File: src/rtl/adc_mux_pkg.sv
package adc_mux_pkg;

    localparam int CH_W      = 3;
    localparam int MAX_SLOTS = 4;

    typedef enum logic [CH_W-1:0] {
        CH_IA   = 3'd0,
        CH_VA   = 3'd1,
        CH_IB   = 3'd2,
        CH_VB   = 3'd3,
        CH_TEMP = 3'd4,
        CH_VBAT = 3'd5
    } mux_ch_e;

    typedef enum logic [1:0] {
        SL_LAUNCH  = 2'd0,
        SL_WAIT    = 2'd1,
        SL_CAPTURE = 2'd2
    } slot_st_e;

endpackage

File: src/rtl/mux_chan_map.sv
module mux_chan_map
    import adc_mux_pkg::*;
#(
    parameter int SLOT_W = 2
) (
    input  logic              alt,
    input  logic [SLOT_W-1:0] slot,
    output logic [CH_W-1:0]   chan
);

    mux_ch_e ch;

    always_comb begin
        unique case (slot)
            SLOT_W'(0): ch = alt ? CH_TEMP : CH_IA;
            SLOT_W'(1): ch = CH_VA;
            SLOT_W'(2): ch = CH_IB;
            SLOT_W'(3): ch = alt ? CH_VBAT : CH_VB;
            default:    ch = CH_IA;
        endcase
    end

    assign chan = ch;

endmodule

File: src/rtl/mux_slot_timer.sv
module mux_slot_timer #(
    parameter int CYC_LO = 2,
    parameter int CYC_HI = 3
) (
    input  logic clk,
    input  logic rst,
    input  logic res_hi,
    output logic first,
    output logic pre_last
);

    localparam int CNT_W = $clog2(CYC_HI + 1);
    localparam logic [CNT_W-1:0] DUR_LO = CNT_W'(CYC_LO);
    localparam logic [CNT_W-1:0] DUR_HI = CNT_W'(CYC_HI);

    logic [CNT_W-1:0] cnt;
    logic [CNT_W-1:0] dur;
    logic             last;

    assign dur      = res_hi ? DUR_HI : DUR_LO;
    assign last     = (cnt == dur - CNT_W'(1));
    assign pre_last = (cnt == dur - CNT_W'(2));
    assign first    = (cnt == '0);

    always_ff @(posedge clk) begin
        if (rst || last) cnt <= '0;
        else             cnt <= cnt + CNT_W'(1);
    end


    cnt_range_chk: assert property (@(posedge clk) disable iff (rst)
        cnt < dur);

endmodule

File: src/rtl/mux_alt_ctrl.sv
module mux_alt_ctrl (
    input  logic clk,
    input  logic rst,
    input  logic req,
    input  logic boundary,
    output logic pending,
    output logic active
);

    logic req_d;
    logic rise;
    logic take;

    assign rise = req && !req_d;
    assign take = rise && !pending && !active;

    always_ff @(posedge clk) begin
        if (rst) begin
            req_d   <= 1'b0;
            pending <= 1'b0;
            active  <= 1'b0;
        end else begin
            req_d <= req;
            if (boundary) begin
                active  <= pending;
                pending <= take;
            end else if (take) begin
                pending <= 1'b1;
            end
        end
    end


    pend_hold_chk: assert property (@(posedge clk) disable iff (rst)
        (pending && !boundary) |=> pending);


    one_alt_chk: assert property (@(posedge clk) disable iff (rst)
        $onehot0({pending, active}));

endmodule

File: src/rtl/adc_mux_sequencer.sv
module adc_mux_sequencer
    import adc_mux_pkg::*;
#(
    parameter int LEN_W  = 3,
    parameter int CYC_LO = 2,
    parameter int CYC_HI = 3
) (
    input  logic             clk,
    input  logic             rst,
    input  logic [LEN_W-1:0] frame_len,
    input  logic             res_sel,
    input  logic             alt_req,
    input  logic             batt_en,
    output logic [CH_W-1:0]  chan_sel,
    output logic             fir_start,
    output logic             smp_valid,
    output logic [CH_W-1:0]  smp_chan,
    output logic             frame_start,
    output logic             alt_active,
    output logic             vref_chop,
    output logic             batt_mon_en,
    output logic             len_err
);

    localparam int SLOT_W = $clog2(MAX_SLOTS);
    localparam logic [LEN_W-1:0] LEN_MAX = LEN_W'(MAX_SLOTS);

    slot_st_e          st, st_n;
    logic [SLOT_W-1:0] slot;
    logic [LEN_W-1:0]  eff_len;
    logic              eff_res;
    logic              len_ok;
    logic              last_slot;
    logic              frame_end;
    logic              t_first, t_pre_last;
    logic              alt_pend;
    logic [CH_W-1:0]   chan_w;

    assign len_ok    = (frame_len >= LEN_W'(2)) && (frame_len <= LEN_MAX);
    assign last_slot = (LEN_W'(slot) == eff_len - LEN_W'(1));
    assign frame_end = (st == SL_CAPTURE) && last_slot;

    mux_slot_timer #(.CYC_LO(CYC_LO), .CYC_HI(CYC_HI)) u_timer (
        .clk      (clk),
        .rst      (rst),
        .res_hi   (eff_res),
        .first    (t_first),
        .pre_last (t_pre_last)
    );

    mux_alt_ctrl u_alt (
        .clk      (clk),
        .rst      (rst),
        .req      (alt_req),
        .boundary (frame_end),
        .pending  (alt_pend),
        .active   (alt_active)
    );

    mux_chan_map #(.SLOT_W(SLOT_W)) u_map (
        .alt  (alt_active),
        .slot (slot),
        .chan (chan_w)
    );

    // state register
    always_ff @(posedge clk) begin
        if (rst) st <= SL_LAUNCH;
        else     st <= st_n;
    end

    // next-state logic
    always_comb begin
        unique case (st)
            SL_LAUNCH:  st_n = t_pre_last ? SL_CAPTURE : SL_WAIT;
            SL_WAIT:    st_n = t_pre_last ? SL_CAPTURE : SL_WAIT;
            SL_CAPTURE: st_n = SL_LAUNCH;
            default:    st_n = SL_LAUNCH;
        endcase
    end

    // slot index, frame configuration, chop and flags
    always_ff @(posedge clk) begin
        if (rst) begin
            slot        <= '0;
            eff_len     <= len_ok ? frame_len : LEN_MAX;
            eff_res     <= res_sel;
            vref_chop   <= 1'b0;
            len_err     <= 1'b0;
            batt_mon_en <= 1'b0;
        end else begin
            batt_mon_en <= batt_en;
            if (!len_ok) len_err <= 1'b1;
            if (st == SL_CAPTURE) begin
                if (last_slot) slot <= '0;
                else           slot <= slot + SLOT_W'(1);
            end
            if (frame_end) begin
                eff_len   <= len_ok ? frame_len : LEN_MAX;
                eff_res   <= res_sel;
                vref_chop <= !vref_chop;
            end
        end
    end

    // outputs
    always_comb begin
        chan_sel    = chan_w;
        smp_chan    = chan_w;
        fir_start   = (st == SL_LAUNCH);
        smp_valid   = (st == SL_CAPTURE);
        frame_start = (st == SL_LAUNCH) && (slot == '0);
    end


    launch_sync_chk: assert property (@(posedge clk) disable iff (rst)
        (st == SL_LAUNCH) == t_first);


    strobe_order_chk: assert property (@(posedge clk) disable iff (rst)
        smp_valid |=> fir_start);


    next_frame_chk: assert property (@(posedge clk) disable iff (rst)
        frame_end |=> frame_start);


    alt_rise_chk: assert property (@(posedge clk) disable iff (rst)
        $rose(alt_active) |-> frame_start);


    va_keep_chk: assert property (@(posedge clk) disable iff (rst)
        (slot == SLOT_W'(1)) |-> (chan_sel == CH_VA));


    chop_flip_chk: assert property (@(posedge clk) disable iff (rst)
        frame_end |=> (vref_chop != $past(vref_chop)));


    err_sticky_chk: assert property (@(posedge clk) disable iff (rst)
        len_err |=> len_err);


    pend_excl_chk: assert property (@(posedge clk) disable iff (rst)
        alt_pend |-> !alt_active);

endmodule

File: config.mk
export PLATFORM = sky130hd
export DESIGN_NAME = adc_mux_sequencer
export DESIGN_NICKNAME = d
export VERILOG_FILES = /design/src/rtl/adc_mux_pkg.sv /design/src/rtl/mux_chan_map.sv /design/src/rtl/mux_slot_timer.sv /design/src/rtl/mux_alt_ctrl.sv /design/src/rtl/adc_mux_sequencer.sv
export SDC_FILE = /design/constraint.sdc
export NUM_CORES = 1
export LEC_CHECK = 0
export BUFFER_PORTS_ARGS = -buffer_cell sky130_fd_sc_hd__buf_2
export CORE_MARGIN = 2
export CORE_UTILIZATION = 53
export CTS_CLUSTER_DIAMETER = 80
export CTS_CLUSTER_SIZE = 40
export DETAILED_ROUTE_END_ITERATION = 12
export HOLD_SLACK_MARGIN = 0.03
export PLACE_DENSITY_LB_ADDON = 0.12
export SYNTH_ARGS = -nofsm -noshare
export SYNTH_HDL_FRONTEND = slang
export SYNTH_HIERARCHICAL = 1
export SYNTH_SLANG_ARGS = --single-unit
File: constraint.sdc
create_clock -name clk -period 3.56 [get_ports clk]
set_input_delay 0 -clock clk [delete_from_list [all_inputs] [get_ports clk]]
set_output_delay 0 -clock clk [all_outputs]
set_load 0.02 [all_outputs]
==> metrics.cfg <==
[synthesis]
syn_area_sq_um = 764
synth-edff-count = 4
ys_top_cells_by_area = dfxtp_1 31%, edfxtp_1 16%, ha_1 4.9%, inv_1 4.9%, xnor2_1 3.4%
yosys_warnings = 6
post-synth-top-area-cell = dfxtp_1
synth_nets = 85
ys_seq_elements = 16
ys_async_sr_fraction_pct = 0
post-synth-top-count-cell = dfxtp_1
seq_area_frac_synth_pct = 47.1
ys_top_cells_by_count = 12 x dfxtp_1, 10 x inv_1, 6 x nor2_1
syn_inst = 74
yosys.area.top_type_share_pct = 31.4
synth_ff_type = dfxtp_1
synth_area_per_cell_sq_um = 10.3
synth_cell_types = 31

[sta]
hold_viol_final = 0
setup-tns-final_ps = 0
timing.clock.skew_ps = 6.16
setup_ws_ps = 1840
finalCritPeriodShare_pct = 48.4
worstMarginPinSlew_ps = 475
finalSetupViolCount = 0
maxSlewViolCount = 0
rsz0062_at_grt = false
max_freq_mhz = 580
max_slew_margin_pct = 68.1
finalHoldWorstSlack_ps = 34.8
fin_crit_ps = 1720

[place]
hpwl_microns = 934
dpl.cell_count = 104
gp_congestion = 0.789
io_buffers = 20
pre_cts_slack_ps = 1840

[detailed_routing]
drc_errors = 0
wl_per_cell_microns = 11.1
ant_nets = 0
viasPerCell = 5.02
drt_first_pass_iters = 3
num_vias = 567
drt_iter0_drc = 3
routed_wl_microns = 1250

[worst_setup_path]
arrival_ps = 1730
cp.required_ps = 3570
cp_top_family = simple AND/OR/NAND/NOR gates
worst_setup_path_start_kind = flop
cp-end-kind = flop
path_class = reg -> reg
crit_slowest_cell = nor4_4
max_stage_delay_ps = 380
critPathMaxFanout = 4
cp_cell_sequence = inv_1, ha_1, xor2_1, nor4_4, or2_2
crit_buf_inv = 1

[die]
die_area_sq_um = 1760
die_h_microns = 42.0
io_pins = 21
initial_core_util_pct = 58.0
placementRows = 13
dieWidth_microns = 42.0
coreArea_sq_um = 1320

[global_routing]
global_route.overflow_total = 0
grtUsageTotal_pct = 16.5
grt_start_max_net_pins = 15
antenna_found_initial = 0
grt_pass1_vias = 541
grt_pass1_wl_microns = 2160

[layout]
syn_to_final_growth_pct = 21.6
antenna_cells = 0
final_cells = 113
drive_gt1_share_pct = 28.6
nets = 110

[clock_tree]
cts_setup_buffers = 0
cts_made_buffers = 3
clk_pin_slew_ps = 90
clockBufferDepth = 2
clk-insertion-delay-late_ps = 280
cts_num_sinks = 16
cts_tree = built
cts-root-buf = clkbuf_4
cts_max_level = 1
cts_repair_resize_count = 0

[power_and_ir_drop]
powerDensity_nw_per_um2 = 448
peakVddDrop_uv = 334
combPwrFrac_pct = 25.2
power.share.sequential_pct = 51.9
netSwitchingPower_mw = 0.129
swShare_pct = 31.0
leakage_nw = 0.421
cell_internal_pwr_mw = 0.287
power_mw = 0.416
p_clk_share_pct = 22.9

[outcome]
status = complete, no violations

[flow_run]
cap_violations = 0

[worst_hold_path]
hold_path.class = in -> reg

==> routing by layer <==
layer | GRT usage [%] | vias up | routed length [microns]
li1 | - | 295 | -
met1 | 18.3 | 251 | 543
met2 | 26.9 | 17 | 595
met3 | 2.59 | 4 | 71
met4 | 14.8 | 0 | 42
met5 | 0 | - | 0
==> through the flow <==
stage / area [sq um] / utilization [%]
CTS: 930 / 70.6
global route: 930 / 70.6
detailed placement: 853 / 64.8
global placement: 853 / 64.8
floorplan: 764 / -
finish: 930 / 70.6
==> path summary, 6_finish.rpt <==
check	cells after the start	start	endpoint	slack, ps
max reg2reg	5	eff_len[0]$_SDFFCE_PN0P_	eff_len[1]$_SDFFCE_PN0P_	1840
min reg2reg	2	len_err$_SDFFE_PP0N_	len_err$_SDFFE_PP0N_	480
max	5	eff_len[0]$_SDFFCE_PN0P_	eff_len[1]$_SDFFCE_PN0P_	1840
min	2	frame_len[2]	eff_len[2]$_SDFFCE_PN1P_	30
==> power by group through the flow <==
stage	registers [mW]	logic [mW]	clock network, mW
final	0.216	0.105	0.0953
after global routing	0.219	0.115	0.108
after CTS	0.216	0.106	0.0991
after detailed placement	0.221	0.102	0
after global placement	0.220	0.0989	0
after floorplan	0.219	0.0772	0
==> worst reg2reg max path, stage by stage, from the launching register on <==
cell      delay, ps
edfxtp_1        370
inv_1            50
ha_1            200
xor2_1          220
nor4_4          380
or2_2           230
==> cell type report <==
cell class / count / area (sq um)
inverters: 10 / 37.5
clock buffers: 3 / 22.5
well taps: 15 / 18.8
repair buffers: 25 / 150
flip-flops and latches: 16 / 360
fillers: 107 / 388
clock inverters: 1 / 3.75
multi-input cells: 43 / 337
==> kinds of logic (layout without fill, tap and decap cells) <==
kind of cell,Yosys count,in the layout,share of synthesized area [%]
AND/OR/NAND/NOR,23,23,19.8
flip-flops,16,16,47.1
adder cells (fa/ha/maj),3,3,4.91
multiplexers,2,2,3.27
AO/OA/AOI/OAI,10,10,10.3
buffers and inverters,15,39,8.84
XOR/XNOR,5,5,5.73
==> placed cells by master, fill, tap and decap left out, drive strengths merged, types with 2 or more instances in the layout <==
master,synthesis,routed
and2,3,3
dfxtp,12,12
xor2,2,2
clkbuf,2,3
buf,3,20
inv,10,10
nand2b,2,2
edfxtp,4,4
ha,3,3
a21oi,3,3
xnor2,3,3
nor2,6,6
dlygate4sd3,0,5
nor2b,3,3
==> repair_timing <==
| action | in CTS | in global routing |
|---|---|---|
| endpoints found under the hold margin | 5 | 0 |
| hold buffers | 5 | 0 |
| endpoints found under the setup margin | 0 | 0 |
==> registers in the layout, summed over array words and instances (netlist names) <==
signal         cells
eff_len            3
slot               2
st                 2
u_timer/cnt        2
batt_mon_en        1
eff_res            1
len_err            1
u_alt/active       1
u_alt/pending      1
u_alt/req_d        1
vref_chop          1
(Power assumes the default switching activity.)
